===== src/rtl/gpio_alias_pkg.sv =====
package gpio_alias_pkg;
    localparam int ADDR_W = 7;

    typedef enum logic [1:0] {
        OP_WRITE = 2'd0,
        OP_SET   = 2'd1,
        OP_CLEAR = 2'd2,
        OP_NONE  = 2'd3
    } alias_op_e;

    typedef enum logic [2:0] {
        RI_DOUT  = 3'd0,
        RI_OE    = 3'd1,
        RI_DIN   = 3'd2,
        RI_ROUTE = 3'd3,
        RI_IEN   = 3'd4,
        RI_LVL   = 3'd5,
        RI_POL   = 3'd6,
        RI_STAT  = 3'd7
    } reg_idx_e;
endpackage


===== src/rtl/gpio_in_sync.sv =====
module gpio_in_sync #(
    parameter int WIDTH  = 32,
    parameter int STAGES = 2
) (
    input  logic             clk,
    input  logic             rst_n,
    input  logic [WIDTH-1:0] async_in,
    output logic [WIDTH-1:0] sync_out
);
    logic [STAGES-1:0][WIDTH-1:0] stage_q;
    logic [STAGES-1:0][WIDTH-1:0] stage_d;

    always_comb begin
        stage_d[0] = async_in;
        for (int s = 1; s < STAGES; s++) begin
            stage_d[s] = stage_q[s-1];
        end
    end

    always_ff @(posedge clk or negedge rst_n) begin
        if (!rst_n) stage_q <= '0;
        else        stage_q <= stage_d;
    end

    assign sync_out = stage_q[STAGES-1];
endmodule


===== src/rtl/gpio_regfile.sv =====
module gpio_regfile
    import gpio_alias_pkg::*;
#(
    parameter int NPINS = 32
) (
    input  logic              clk,
    input  logic              rst_n,
    input  logic              bus_wr,
    input  logic [ADDR_W-1:0] bus_addr,
    input  logic [NPINS-1:0]  bus_wdata,
    output logic [NPINS-1:0]  bus_rdata,
    input  logic [NPINS-1:0]  din,
    input  logic [NPINS-1:0]  stat,
    output logic [NPINS-1:0]  dout,
    output logic [NPINS-1:0]  oe,
    output logic [NPINS-1:0]  route,
    output logic [NPINS-1:0]  ien,
    output logic [NPINS-1:0]  lvl,
    output logic [NPINS-1:0]  pol,
    output logic [NPINS-1:0]  stat_clr
);
    typedef struct packed {
        logic [NPINS-1:0] dout;
        logic [NPINS-1:0] oe;
        logic [NPINS-1:0] route;
        logic [NPINS-1:0] ien;
        logic [NPINS-1:0] lvl;
        logic [NPINS-1:0] pol;
    } cfg_t;

    cfg_t cfg_d, cfg_q;

    reg_idx_e  idx;
    alias_op_e op;

    assign idx = reg_idx_e'(bus_addr[6:4]);
    assign op  = alias_op_e'(bus_addr[3:2]);

    function automatic logic [NPINS-1:0] apply_op(
        input logic [NPINS-1:0] cur,
        input alias_op_e        kind,
        input logic [NPINS-1:0] val
    );
        case (kind)
            OP_WRITE: apply_op = val;
            OP_SET:   apply_op = cur | val;
            OP_CLEAR: apply_op = cur & ~val;
            default:  apply_op = cur;
        endcase
    endfunction

    always_comb begin
        cfg_d    = cfg_q;
        stat_clr = '0;
        if (bus_wr) begin
            case (idx)
                RI_DOUT:  cfg_d.dout  = apply_op(cfg_q.dout,  op, bus_wdata);
                RI_OE:    cfg_d.oe    = apply_op(cfg_q.oe,    op, bus_wdata);
                RI_ROUTE: cfg_d.route = apply_op(cfg_q.route, op, bus_wdata);
                RI_IEN:   cfg_d.ien   = apply_op(cfg_q.ien,   op, bus_wdata);
                RI_LVL:   cfg_d.lvl   = apply_op(cfg_q.lvl,   op, bus_wdata);
                RI_POL:   cfg_d.pol   = apply_op(cfg_q.pol,   op, bus_wdata);
                RI_STAT:  if (op == OP_CLEAR) stat_clr = bus_wdata;
                default:  ;
            endcase
        end
    end

    always_ff @(posedge clk or negedge rst_n) begin
        if (!rst_n) cfg_q <= '0;
        else        cfg_q <= cfg_d;
    end

    always_comb begin
        case (idx)
            RI_DOUT:  bus_rdata = cfg_q.dout;
            RI_OE:    bus_rdata = cfg_q.oe;
            RI_DIN:   bus_rdata = din;
            RI_ROUTE: bus_rdata = cfg_q.route;
            RI_IEN:   bus_rdata = cfg_q.ien;
            RI_LVL:   bus_rdata = cfg_q.lvl;
            RI_POL:   bus_rdata = cfg_q.pol;
            default:  bus_rdata = stat;
        endcase
    end

    assign dout  = cfg_q.dout;
    assign oe    = cfg_q.oe;
    assign route = cfg_q.route;
    assign ien   = cfg_q.ien;
    assign lvl   = cfg_q.lvl;
    assign pol   = cfg_q.pol;

    assert_set_alias_R2: assert property (@(posedge clk) disable iff (!rst_n)
        (bus_wr && bus_addr[6:2] == {RI_DOUT, OP_SET})
        |=> ((dout & $past(bus_wdata)) == $past(bus_wdata)));

    assert_clear_alias_R2: assert property (@(posedge clk) disable iff (!rst_n)
        (bus_wr && bus_addr[6:2] == {RI_OE, OP_CLEAR})
        |=> ((oe & $past(bus_wdata)) == '0));

    assert_none_kind_R2: assert property (@(posedge clk) disable iff (!rst_n)
        (bus_wr && bus_addr[3:2] == OP_NONE) |=> $stable(cfg_q));
endmodule


===== src/rtl/gpio_irq_unit.sv =====
module gpio_irq_unit #(
    parameter int NPINS = 32
) (
    input  logic             clk,
    input  logic             rst_n,
    input  logic [NPINS-1:0] din,
    input  logic [NPINS-1:0] route,
    input  logic [NPINS-1:0] lvl,
    input  logic [NPINS-1:0] pol,
    input  logic [NPINS-1:0] stat_clr,
    output logic [NPINS-1:0] stat
);
    typedef struct packed {
        logic [NPINS-1:0] prev;
        logic [NPINS-1:0] stat;
    } st_t;

    st_t st_d, st_q;
    logic [NPINS-1:0] hit;

    for (genvar p = 0; p < NPINS; p++) begin : g_pin
        logic edge_hit, level_hit;
        assign edge_hit  = pol[p] ? (din[p] & ~st_q.prev[p]) : (~din[p] & st_q.prev[p]);
        assign level_hit = (din[p] == pol[p]);
        assign hit[p]    = route[p] & (lvl[p] ? level_hit : edge_hit);
    end

    always_comb begin
        st_d.prev = din;
        st_d.stat = (st_q.stat & ~stat_clr) | hit;
    end

    always_ff @(posedge clk or negedge rst_n) begin
        if (!rst_n) st_q <= '0;
        else        st_q <= st_d;
    end

    assign stat = st_q.stat;

    assert_sticky_R9: assert property (@(posedge clk) disable iff (!rst_n)
        1'b1 |=> ((~stat & $past(stat) & ~$past(stat_clr)) == '0));

    assert_route_gate_R8: assert property (@(posedge clk) disable iff (!rst_n)
        1'b1 |=> ((stat & ~$past(stat) & ~$past(route)) == '0));

    assert_set_wins_R10: assert property (@(posedge clk) disable iff (!rst_n)
        1'b1 |=> (($past(hit) & ~stat) == '0));
endmodule


===== src/rtl/gpio_alias_port.sv =====
module gpio_alias_port
    import gpio_alias_pkg::*;
#(
    parameter int NPINS       = 32,
    parameter int SYNC_STAGES = 2
) (
    input  logic              clk,
    input  logic              rst_n,
    input  logic              bus_wr,
    input  logic [ADDR_W-1:0] bus_addr,
    input  logic [NPINS-1:0]  bus_wdata,
    output logic [NPINS-1:0]  bus_rdata,
    input  logic [NPINS-1:0]  pad_in,
    output logic [NPINS-1:0]  pad_out,
    output logic [NPINS-1:0]  pad_oe,
    output logic              irq
);
    logic [NPINS-1:0] din, stat, route, ien, lvl, pol, stat_clr;

    gpio_in_sync #(.WIDTH(NPINS), .STAGES(SYNC_STAGES)) u_sync (
        .clk(clk), .rst_n(rst_n), .async_in(pad_in), .sync_out(din)
    );

    gpio_regfile #(.NPINS(NPINS)) u_regs (
        .clk(clk), .rst_n(rst_n), .bus_wr(bus_wr), .bus_addr(bus_addr),
        .bus_wdata(bus_wdata), .bus_rdata(bus_rdata), .din(din), .stat(stat),
        .dout(pad_out), .oe(pad_oe), .route(route), .ien(ien), .lvl(lvl),
        .pol(pol), .stat_clr(stat_clr)
    );

    gpio_irq_unit #(.NPINS(NPINS)) u_irq (
        .clk(clk), .rst_n(rst_n), .din(din), .route(route), .lvl(lvl),
        .pol(pol), .stat_clr(stat_clr), .stat(stat)
    );

    assign irq = |(stat & ien);

    assert_irq_needs_en_R11: assert property (@(posedge clk) disable iff (!rst_n)
        (ien == '0) |-> !irq);
endmodule


===== config.mk =====
export PLATFORM = sky130hd
export DESIGN_NAME = gpio_alias_port
export DESIGN_NICKNAME = d
export VERILOG_FILES = /design/src/rtl/gpio_alias_pkg.sv /design/src/rtl/gpio_in_sync.sv /design/src/rtl/gpio_regfile.sv /design/src/rtl/gpio_irq_unit.sv /design/src/rtl/gpio_alias_port.sv
export SDC_FILE = /design/constraint.sdc
export NUM_CORES = 1
export LEC_CHECK = 0
export BUFFER_PORTS_ARGS = -buffer_cell sky130_fd_sc_hd__buf_4
export CORE_MARGIN = 5
export CORE_UTILIZATION = 45
export CTS_BUF_LIST = sky130_fd_sc_hd__clkbuf_4 sky130_fd_sc_hd__clkbuf_8 sky130_fd_sc_hd__clkbuf_16
export DETAILED_ROUTE_END_ITERATION = 10
export REMOVE_ABC_BUFFERS = 1
export SLEW_MARGIN = 5
export SYNTH_ARGS = -nofsm -noshare
export SYNTH_HDL_FRONTEND = slang
export SYNTH_SLANG_ARGS = --single-unit

===== constraint.sdc =====
create_clock -name clk -period 2.4 [get_ports clk]
set_input_delay 0.48 -clock clk [delete_from_list [all_inputs] [get_ports clk]]
set_output_delay 0.48 -clock clk [all_outputs]
set_load 0.05 [all_outputs]

# [After elaboration in Yosys (flattened, before gate mapping)]
# Cells that the tools add are included.
# W data, S select, Z words.
[word_totals] ff_bits=320 input_bits=74 output_inout_bits=97 elab_cells=312
[op_classes] reduce_logical=10 eq_ne=41 n_bitwise=177 n_mux=74
[op_table] op="$pmux W32 S3" count=6
[op_table] op="$and A32 B32 Y32" count=8
[op_table] op="$or A32 B32 Y32" count=7
[op_table] op="$pmux W32 S7" count=1
[op_table] op="$and A1 B1 Y1" count=96
[op_table] op="$mux W32" count=3
[op_table] op="$mux W1" count=64
[op_table] op="$not A1 Y1" count=64
[op_table] op="$not A32 Y32" count=2
[op_table] op="$eq A1 B1 Y1" count=32
[op_table] op="$reduce_or A32 Y1" count=1
[op_table] op="$reduce_and A3 Y1" count=6
[op_table] op="$eq A3 B3 Y1 const B" count=4
[op_table] op="$eq A3 B2 Y1 const B" count=2
[op_table] op="$eq A3 B1 Y1 const B" count=1
[op_table] op="$logic_not A3 Y1" count=1
[op_table] op="$reduce_bool A3 Y1" count=1
[op_table] op="$eq A2 B1 Y1 const B" count=1
[op_table] op="$eq A2 B2 Y1 const B" count=1
[op_table] op="$logic_not A2 Y1" count=1

# [Longest topological paths before layout]
# Gate-level depths: netlist (run 1).
[depth] ltp_word=7 ltp_mapped=8 mapped_depth_nobuf=6

# [By module]
# From an unflattened synthesis (run 1), not the netlist that was laid out.
[hier_totals] hier_cells=1470 area_unflattened_um2=14806.7
[by_module_without_submodules] module="gpio_regfile" cells_per_inst=1097 seq_area_each_um2=4804.6 instances=1 area_each_um2=10044.6
[by_module_without_submodules] module="gpio_irq_unit" cells_per_inst=288 seq_area_each_um2=1601.5 instances=1 area_each_um2=3002.9
[by_module_without_submodules] module="gpio_in_sync" cells_per_inst=64 seq_area_each_um2=1601.5 instances=1 area_each_um2=1601.5
[by_module_without_submodules] module="gpio_alias_port" cells_per_inst=21 seq_area_each_um2=0.0 instances=1 area_each_um2=157.7

# [Worst setup path after synthesis (run 1)]
# Ideal clock, no wire load.
[synth_timing] kind="input-to-output" startpoint="input bus_addr[4]" endpoint="output bus_rdata[21]" n_path_buf=4 arrival_time_ns=2.145 setup_slack_ns=-0.225 path_stages=8 required_time_ns=1.920 path_cell_list="buf_4 > buf_2 > buf_2 > buf_2 > o211ai_1 > o221ai_1 > a21oi_1 > nor2_1"
[synth_via] elab_chain_cells=2 word_cells_on_any_way=8 classes_between="eq/ne (6); mux (1); reduce/logical (1)"
[synth_lines] element="start, declared" line="gpio_alias_port.sv:10" source="input logic [ADDR_W-1:0] bus_addr,"
[synth_lines] element="$eq A3 B3 Y1 (tied with other cells)" line="gpio_regfile.sv:75" source="case (idx)"
[synth_lines] element="$pmux W32 S7 (*)" line="gpio_regfile.sv:75"
[synth_lines] element="end, declared" line="gpio_alias_port.sv:12" source="output logic [NPINS-1:0] bus_rdata,"
# Mark *: on every way between the ends. The rest lies on a longest branch, timed or not.

# [Worst setup path in the final report (run 1)]
[layout_timing] startpoint="register u_irq.st_q (netlist bit u_irq.stat[22])" endpoint="output irq"
[layout_via] elab_chain_cells=2
[layout_lines] element="start, declared" line="gpio_irq_unit.sv:18" source="st_t st_d, st_q;"
[layout_lines] element="start signal, assigned" line="gpio_irq_unit.sv:35" source="else st_q <= st_d;"
[layout_lines] element="$and A32 B32 Y32" line="gpio_alias_port.sv:36" source="assign irq = |(stat & ien);"
[layout_lines] element="$reduce_or A32 Y1" line="gpio_alias_port.sv:36"
[layout_lines] element="end, declared" line="gpio_alias_port.sv:16" source="output logic irq"
# No other way between the ends.

==> flow_summary_export.csv, run 1 <==
group,metric,value,unit
setup_path,critPathSlowestCell,"or4_4",
status,violations,"setup timing",
die,die_w,190,µm
drt,drtIter0Drc,847,
sta,finalWorstSetupSlack,-226,ps
cells_and_area,layout_common_cells,"413 x a21oi_1, 320 x dfrtp_1, 208 x buf_4",
setup_path,r2r_setup_slack,1300,ps
cells_and_area,diodes,0,
setup_path,cp-end-kind,"primary output",
place,routabilityCongestion,0.845,
yosys,ys_types,36,
place,dpl.hpwl,27400,µm
power,vdd_ir_drop_max,0.644,mV
drt,first_pass_iters,5,
setup_path,setup.worst_path.class,"reg2out",
power,p_seq_frac,0.416,
sta,finalSetupViolCount,1,
die,num_rows,66,
die,start_util,0.453,
drt,via_per_inst,5.85,
clocking,numClockSinks,320,
yosys,synth-edff-count,0,
place,place_area,16700,µm²
job,maxCapViolCount,0,
grt,grt_usage,0.229,
yosys,async_flop_share,1.00,
power,powerDensity,994,nW/µm²
yosys,avgSynthCellArea,10.2,µm²
sta,fin_crit_sh,1.09,
drt,wire_per_inst,20.5,µm
clocking,clkTransAtPathRegs,60,ps
yosys,yosysWarnings,0,
setup_path,start_kind,"flip-flop",
drt,drc_errors,0,
power,p_clk_frac,0.304,
drt,ant_nets,0,
hold_path,hold_class,"in2reg",
sta,fin_tns_setup,-226,ps
clocking,htreeDepth,2,
grt,grt_max_degree,74,
setup_path,crit_path_max_fanout,3,
drt,via_count,12000,
cells_and_area,postLayoutCellArea,17900,µm²
cells_and_area,drive_above_1_share,0.206,
clocking,clk_path_buf_depth,3,
setup_path,cp_cell_sequence,"a22oi_2 -> nand4_1 -> or4_4 -> buf_8",
place,portBuffers,168,
sta,rsz0062_at_grt,"true",
sta,skew,10.2,ps
yosys,synth_flop_cell,"dfrtp_1",
sta,tightest_slew,429,ps
yosys,synthCells,1442,
power,p_leak,7.97,nW
setup_path,slowest_delay,570,ps
clocking,cts-root-buf,"clkbuf_16",
grt,grt_pass1_wl,66300,µm
sta,hold_viol,0,
power,internal_power,0.0116,W
yosys,synth_seq_cells,320,
yosys,yosysSeqAreaShare,0.547,
grt,gr-total-overflow,0,
setup_path,critPathBufInv,1,
yosys,syn_area,14600,µm²
sta,clock.fmax,381,MHz
die,core,32300,µm²
clocking,cts_tree,"built",
clocking,cts_made_buffers,35,
die,die-area,36200,µm²
cells_and_area,layout_commonest_cell,"a21oi_1",
setup_path,cp.required,1920,ps
sta,maxSlewViolCount,0,
setup_path,worstPathArrival,2150,ps
clocking,clk_latency,510,ps
sta,finalWorstPathRequiredPeriod,2630,ps
grt,antenna_found_initial,0,
power,p_sw,0.00624,W
die,die_y,190,µm
cells_and_area,area_delta_synth_final,22.6,%
status,status,"finished, violations left",
power,p_comb_frac,0.280,
power,p_sw_frac,0.350,
sta,max_slew_margin,0.714,
cells_and_area,nNetsFinal,1669,
drt,totalWireLength,42200,µm
grt,first_global_vias,11800,
die,pin_count,171,
setup_path,crit_family,"simple AND/OR/NAND/NOR gates",
## path summary, 6_finish.rpt
kind,from,to,depth (start not counted)
worst max-delay path,u_irq.stat[22],irq,4
worst min-delay path,pad_in[8],u_sync.stage_d[40],1
worst max register to register,u_regs.lvl[22],u_irq.stat[22],4
worst min register to register,u_sync.stage_d[54],u_sync.sync_out[22],0
max in group asynchronous,rst_n,u_regs.ien[5],3
min in group asynchronous,rst_n,u_regs.lvl[0],2
## cells in the mapped netlist, drive strengths merged, types with 32 or more instances
cell	number	area (µm²)
dfrtp	320	8010
nand2b	58	363
a22o	32	280
nand2	38	145
buf	81	407
nor2	89	339
clkbuf	44	165
a21oi	413	2070
a21o	32	240
inv	35	131
nand3	33	170
mux2i	52	521
a211oi	36	270
o31ai	32	240
## metrics by stage
stage	power, W	util	worst slack [ps]	hold slack [ps]	instances
final	0.0178	0.556	-226	76.4	2056
after global placement	0.0123	0.516	49.0	332	1991
after detailed placement	0.0124	0.516	72.2	335	1991
after floorplan	0.0105	-	-793	184	1317
after CTS	0.0179	0.554	-301	59.7	2053
after global routing	0.0187	0.556	-290	56.8	2056
## metal layers
metal	up-vias	track usage	wire length, µm	share of wire
li1	5568	-	-	-
met1	5974	0.332	18900	0.45
met2	394	0.358	19400	0.46
met3	83	0.0363	2680	0.064
met4	0	0.0718	1210	0.029
met5	-	0	0	0
## repair_timing
action	in CTS	in global routing
hold endpoints to repair	37	0
hold buffers	1	0
setup endpoints to repair	1	11
gates cloned	0	0
pin swaps	4	3
setup buffers	2	3
gates resized for setup	6	9
## cell type report
type,count,area (µm²)
fillers,2827,14300
flip-flops and latches,320,8010
multi-input cells,962,6000
repair buffers,238,2090
clock buffers,51,1070
well taps,442,553
inverters,35,131
clock inverters,8,90.1
## power groups by stage
stage	combinational (W)	clock (W)	sequential (W)
floorplan	0.00228	0	0.00822
global placement	0.00488	0	0.00746
detailed placement	0.00497	0	0.00747
CTS	0.00501	0.00553	0.00740
global route	0.00541	0.00575	0.00756
finish	0.00499	0.00541	0.00742
## cell families (layout without fill, tap and decap cells)
| group | count (synthesis) | in the layout | synth area share |
|---|---|---|---|
| AOI/OAI and AO/OA | 638 | 638 | 0.257 |
| DFF | 320 | 320 | 0.547 |
| and+or+nand+nor | 253 | 253 | 0.0897 |
| buffers and inverters | 160 | 332 | 0.0480 |
| muxes | 68 | 68 | 0.0556 |
| adders and majority gates | 3 | 3 | 0.00256 |
No activity file was read; power rests on OpenSTA's default activity.
==> run 2, diff against run 1 <==
RECOVER_POWER = 100   (was default)
==> run 2 against run 1 <==
Compared with the run above:
- the run still ends with setup timing left
- non-clock buffer count stayed put
- critical path depth stayed put
- first-iteration DRC count is 7.2% lower
- combinational power is 6.0% lower
- global-route usage stayed put
- sequential power hardly changed
- sequential share of layout area is 1.4 points higher
- clock skew hardly changed
- fmax is 0.54% lower
- critical path type unchanged
- critical endpoint unchanged
==> flow_summary_export.csv, run 2 (synthesized netlist as in run 1, its figures left out) <==
group,metric,value,unit
status,status,"finished, violations left",
status,violations,"setup timing",
place,dp_cells,1991,
drt,via_per_inst,5.81,
cells_and_area,layout_commonest_cell,"a21oi_1",
grt,grt_max_degree,74,
grt,grt_util_met3,0.0363,
power,p_leak,7.63,nW
setup_path,reg2reg_from,"u_regs.lvl[22]",
setup_path,slowest_delay,570,ps
die,pin_count,171,
setup_path,setup.worst_path.class,"reg2out",
setup_path,cp-end-kind,"primary output",
grt,first_global_vias,11800,
sta,finalWorstSetupSlack,-240,ps
grt,grt_pass1_wl,66300,µm
die,die-area,36200,µm²
sta,skew,10.2,ps
grt,grt_usage,0.229,
grt,antenna_found_initial,0,
cells_and_area,finalNonFillerCells,2056,
place,dpl.hpwl,27400,µm
drt,drc_errors,0,
cells_and_area,diodes,0,
setup_path,r2r_setup_slack,1290,ps
setup_path,cp_cell_sequence,"a22oi_2 -> nand4_1 -> or4_4 -> buf_8",
drt,via_count,12000,
place,routabilityCongestion,0.845,
sta,rsz0062_at_grt,"true",
sta,hold_viol,0,
grt,top_usage_layer,"met2",
sta,finalWorstPathRequiredPeriod,2640,ps
cells_and_area,nNetsFinal,1669,
hold_path,hold_class,"in2reg",
cells_and_area,register_area,8010,µm²
grt,gr-total-overflow,0,
setup_path,crit_path_max_fanout,3,
clocking,htreeDepth,2,
drt,drtIter0Drc,786,
setup_path,start_kind,"flip-flop",
clocking,clk_latency,510,ps
job,maxCapViolCount,0,
sta,tightest_slew,1100,ps
die,core,32300,µm²
power,powerDensity,1010,nW/µm²
place,place_area,16700,µm²
sta,fin_crit_sh,1.10,
sta,fin_tns_setup,-2590,ps
sta,timing.hold.ws,100,ps
clocking,cts_made_buffers,35,
drt,first_pass_iters,5,
cells_and_area,num-fill-cells,2946,
setup_path,critPathSlowestCell,"or4_4",
grt,met1_usage,0.332,
sta,max_slew_margin,0.266,
sta,finalSetupViolCount,27,
cells_and_area,drive_above_1_share,0.157,
setup_path,r2r_end,"u_irq.stat[22]",
clocking,cts-root-buf,"clkbuf_16",
setup_path,worstPathArrival,2160,ps
clocking,numClockSinks,320,
die,start_util,0.453,
clocking,clk_path_buf_depth,3,
grt,use_met2,0.358,
cells_and_area,area_delta_synth_final,18.9,%
power,vdd_ir_drop_max,0.610,mV
place,portBuffers,168,
setup_path,cp.required,1920,ps
sta,maxSlewViolCount,0,
drt,totalWireLength,42000,µm
setup_path,endpoint,"irq",
setup_path,crit_start,"u_irq.stat[22]",
die,die_y,190,µm
die,num_rows,66,
sta,clock.fmax,379,MHz
die,die_w,190,µm
drt,ant_nets,0,
clocking,cts_tree,"built",
cells_and_area,layout_common_cells,"413 x a21oi_1, 320 x dfrtp_1, 98 x buf_4",
cells_and_area,multi_input_area,5930,µm²
cells_and_area,postLayoutCellArea,17400,µm²
drt,wire_per_inst,20.4,µm
setup_path,reg2regPathDepth,4,
clocking,clkTransAtPathRegs,60,ps
-- run 2: final cells by class --
| type | count | share of cell area |
|---|---|---|
| Clock buffer | 51 | 0.0617 |
| Sequential cell | 320 | 0.460 |
| Multi-Input combinational cell | 962 | 0.341 |
| Tap cell | 442 | 0.0318 |
| Timing Repair Buffer | 238 | 0.0929 |
| Inverter | 35 | 0.00755 |
| Clock inverter | 8 | 0.00517 |
-- run 2: how the worst min path moves through the flow --
| stage | startpoint | endpoint | slack (ps) | cells after the start |
|---|---|---|---|---|
| detailed placement | u_sync.stage_d[46] | u_sync.sync_out[14] | 330 | 0 |
| CTS | pad_in[11] | u_sync.stage_d[43] | 60 | 1 |
| global route | pad_in[29] | u_sync.stage_d[61] | 80 | 1 |
| finish | pad_in[2] | u_sync.stage_d[34] | 100 | 1 |
| global placement | u_sync.stage_d[40] | u_sync.sync_out[8] | 330 | 0 |
| floorplan | rst_n | u_irq.st_q[32] | 180 | 0 |
-- run 2: report_power, final --
group	switching [W]	internal, W	total, W
Sequential	0.000973	0.00644	0.00741
Clock	0.00210	0.00331	0.00541
Combinational	0.00315	0.00154	0.00469
-- run 2: through the flow --
stage	util	power, W	setup WS (ps)
2_1_floorplan	-	0.0105	-793
5_1_grt	0.539	0.0184	-290
4_1_cts	0.554	0.0179	-301
3_3_place_gp	0.516	0.0123	49.0
6_report	0.539	0.0175	-240
3_5_place_dp	0.516	0.0124	72.2
-- run 2: routing by layer --
layer  up-vias  share of wire
met4         0          0.032
met5         -              0
met1      5897           0.45
met3        91          0.058
met2       405           0.46
li1       5559              -
-- run 2: repair_timing --
action                                 CTS  global route
pin swaps                                4             3
gates resized for setup                  6             9
hold buffers                             1             0
buffers inserted                         2             3
cloned                                   0             0
endpoints found under the hold margin   37             0
setup endpoints to repair                1            11
-- run 2: critical path: cells and delay by family, from the launching register on --
family | cells | cell delay, ps
flops | 1 | 400
compound gates | 1 | 250
buf+inv | 1 | 170
simple gates | 2 | 830
==> run 3, diff against run 2 <==
MAX_ROUTING_LAYER = met4   (was default)
==> run 3 against run 2 <==
Compared with the run above:
- the flow still finishes with violations (setup timing)
- register-to-register slack about the same
- die area unchanged
- first-iteration DRC count increased by 7.0%
- non-clock buffer count unchanged
- worst setup slack improved by 2.1 ps
- largest power group unchanged
- final area unchanged
==> flow_summary_export.csv, run 3 (synthesized netlist as in run 1, its figures left out) <==
group,metric,value,unit
cells_and_area,num-fill-cells,2946,
place,pre_cts_ws,72.2,ps
hold_path,hold_class,"in2reg",
cells_and_area,nNetsFinal,1669,
sta,rsz0062_at_grt,"true",
clocking,clk_latency,510,ps
grt,use_met2,0.358,
clocking,htreeDepth,2,
grt,grt_pass1_wl,66200,µm
die,die-area,36200,µm²
sta,finalWorstPathRequiredPeriod,2640,ps
clocking,cts-root-buf,"clkbuf_16",
sta,clock.fmax,379,MHz
power,p_clk_frac,0.309,
die,pin_count,171,
power,powerDensity,1010,nW/µm²
setup_path,worstPathArrival,2160,ps
sta,finalSetupViolCount,28,
sta,timing.hold.ws,101,ps
cells_and_area,register_area,8010,µm²
grt,antenna_found_initial,0,
die,start_util,0.453,
cells_and_area,drive_above_1_share,0.157,
setup_path,crit_path_max_fanout,20,
grt,grt_usage,0.236,
sta,max_slew_margin,0.268,
place,dpl.hpwl,27400,µm
power,p_comb_frac,0.268,
grt,top_usage_layer,"met2",
drt,drtIter0Drc,841,
drt,ant_nets,0,
drt,first_pass_iters,5,
clocking,clkTransAtPathRegs,60,ps
clocking,cts_tree,"built",
setup_path,start_kind,"input port",
cells_and_area,area_delta_synth_final,18.9,%
power,p_sw_frac,0.355,
cells_and_area,multi_input_area,5930,µm²
grt,first_global_vias,11800,
sta,tightest_slew,1100,ps
die,die_y,190,µm
grt,grt_max_degree,74,
cells_and_area,layout_common_cells,"413 x a21oi_1, 320 x dfrtp_1, 98 x buf_4",
sta,maxSlewViolCount,0,
power,p_sw,0.00622,W
power,vdd_ir_drop_max,0.616,mV
drt,via_per_inst,5.86,
drt,drc_errors,0,
drt,via_count,12100,
drt,totalWireLength,42000,µm
drt,wire_per_inst,20.4,µm
status,status,"finished, violations left",
clocking,numClockSinks,320,
sta,hold_viol,0,
grt,met1_usage,0.334,
grt,gr-total-overflow,0,
die,core,32300,µm²
power,internal_power,0.0113,W
clocking,cts_made_buffers,35,
clocking,clk_path_buf_depth,3,
place,routabilityCongestion,0.858,
power,fin_total_pwr,0.0175,W
power,p_leak,7.63,nW
job,maxCapViolCount,0,
power,p_seq_frac,0.423,
sta,fin_crit_sh,1.10,
grt,grt_util_met3,0.0328,
sta,skew,10.1,ps
cells_and_area,diodes,0,
place,portBuffers,168,
setup_path,cp-end-kind,"primary output",
cells_and_area,layout_commonest_cell,"a21oi_1",
setup_path,setup.worst_path.class,"in2out",
sta,finalWorstSetupSlack,-238,ps
die,die_w,190,µm
setup_path,cp.required,1920,ps
die,num_rows,66,
status,violations,"setup timing",
run 3: cell counts in the layout (fill, tap and decap cells not counted):
Identical to the previous run, type by type.
run 3: cell type report:
| cell class | instances | area share |
|---|---|---|
| inverter | 35 | 0.00755 |
| tap | 442 | 0.0318 |
| timing repair buffer | 238 | 0.0929 |
| clock inverter | 8 | 0.00517 |
| sequential | 320 | 0.460 |
| clock buffer | 51 | 0.0617 |
| multi-input combinational | 962 | 0.341 |
run 3: final timing paths:
check	from	to	slack (ps)	cells past startpoint
worst max-delay path	bus_addr[6]	bus_rdata[26]	-240	6
worst min-delay path	pad_in[8]	u_sync.stage_d[40]	100	1
worst max register to register	u_regs.lvl[22]	u_irq.stat[22]	1290	4
worst min register to register	u_sync.stage_d[58]	u_sync.sync_out[26]	350	0
max in group asynchronous	rst_n	u_sync.sync_out[20]	380	3
min in group asynchronous	rst_n	u_regs.lvl[0]	700	2
run 3: through the flow:
step                      area [µm²]  setup TNS (ps)  cells   util
final                          17400           -2820   2056  0.539
after global routing           17400           -8210   2056  0.539
after CTS                      17900            -301   2053  0.554
after detailed placement       16700               0   1991  0.516
after global placement         16700               0   1991  0.516
after floorplan                14100          -78030   1317      -
run 3: power by group through the flow:
stage | registers [W] | logic [W] | clock network, W
2_1_floorplan | 0.00822 | 0.00228 | 0
3_3_place_gp | 0.00746 | 0.00488 | 0
3_5_place_dp | 0.00747 | 0.00497 | 0
4_1_cts | 0.00740 | 0.00501 | 0.00553
5_1_grt | 0.00755 | 0.00511 | 0.00576
6_report | 0.00741 | 0.00469 | 0.00541
run 3: layer usage:
layer / vias to the layer above / wire, µm
met4: 0 / 1280
li1: 5565 / -
met5: - / 0
met3: 96 / 2280
met1: 6019 / 19100
met2: 378 / 19300
run 3: timing repair:
action	in CTS	in global routing
hold buffers	1	0
hold endpoints to repair	37	0
gates cloned	0	0
buffers inserted	2	3
endpoints found under the setup margin	1	11
resized for setup	6	9
pin swaps	4	3
run 3: critical path, cell delays in order:
cell and delay, ps:
clkbuf_4 210, clkbuf_4 300, nand3_1 160, clkbuf_4 430, o32a_1 330, buf_4 230
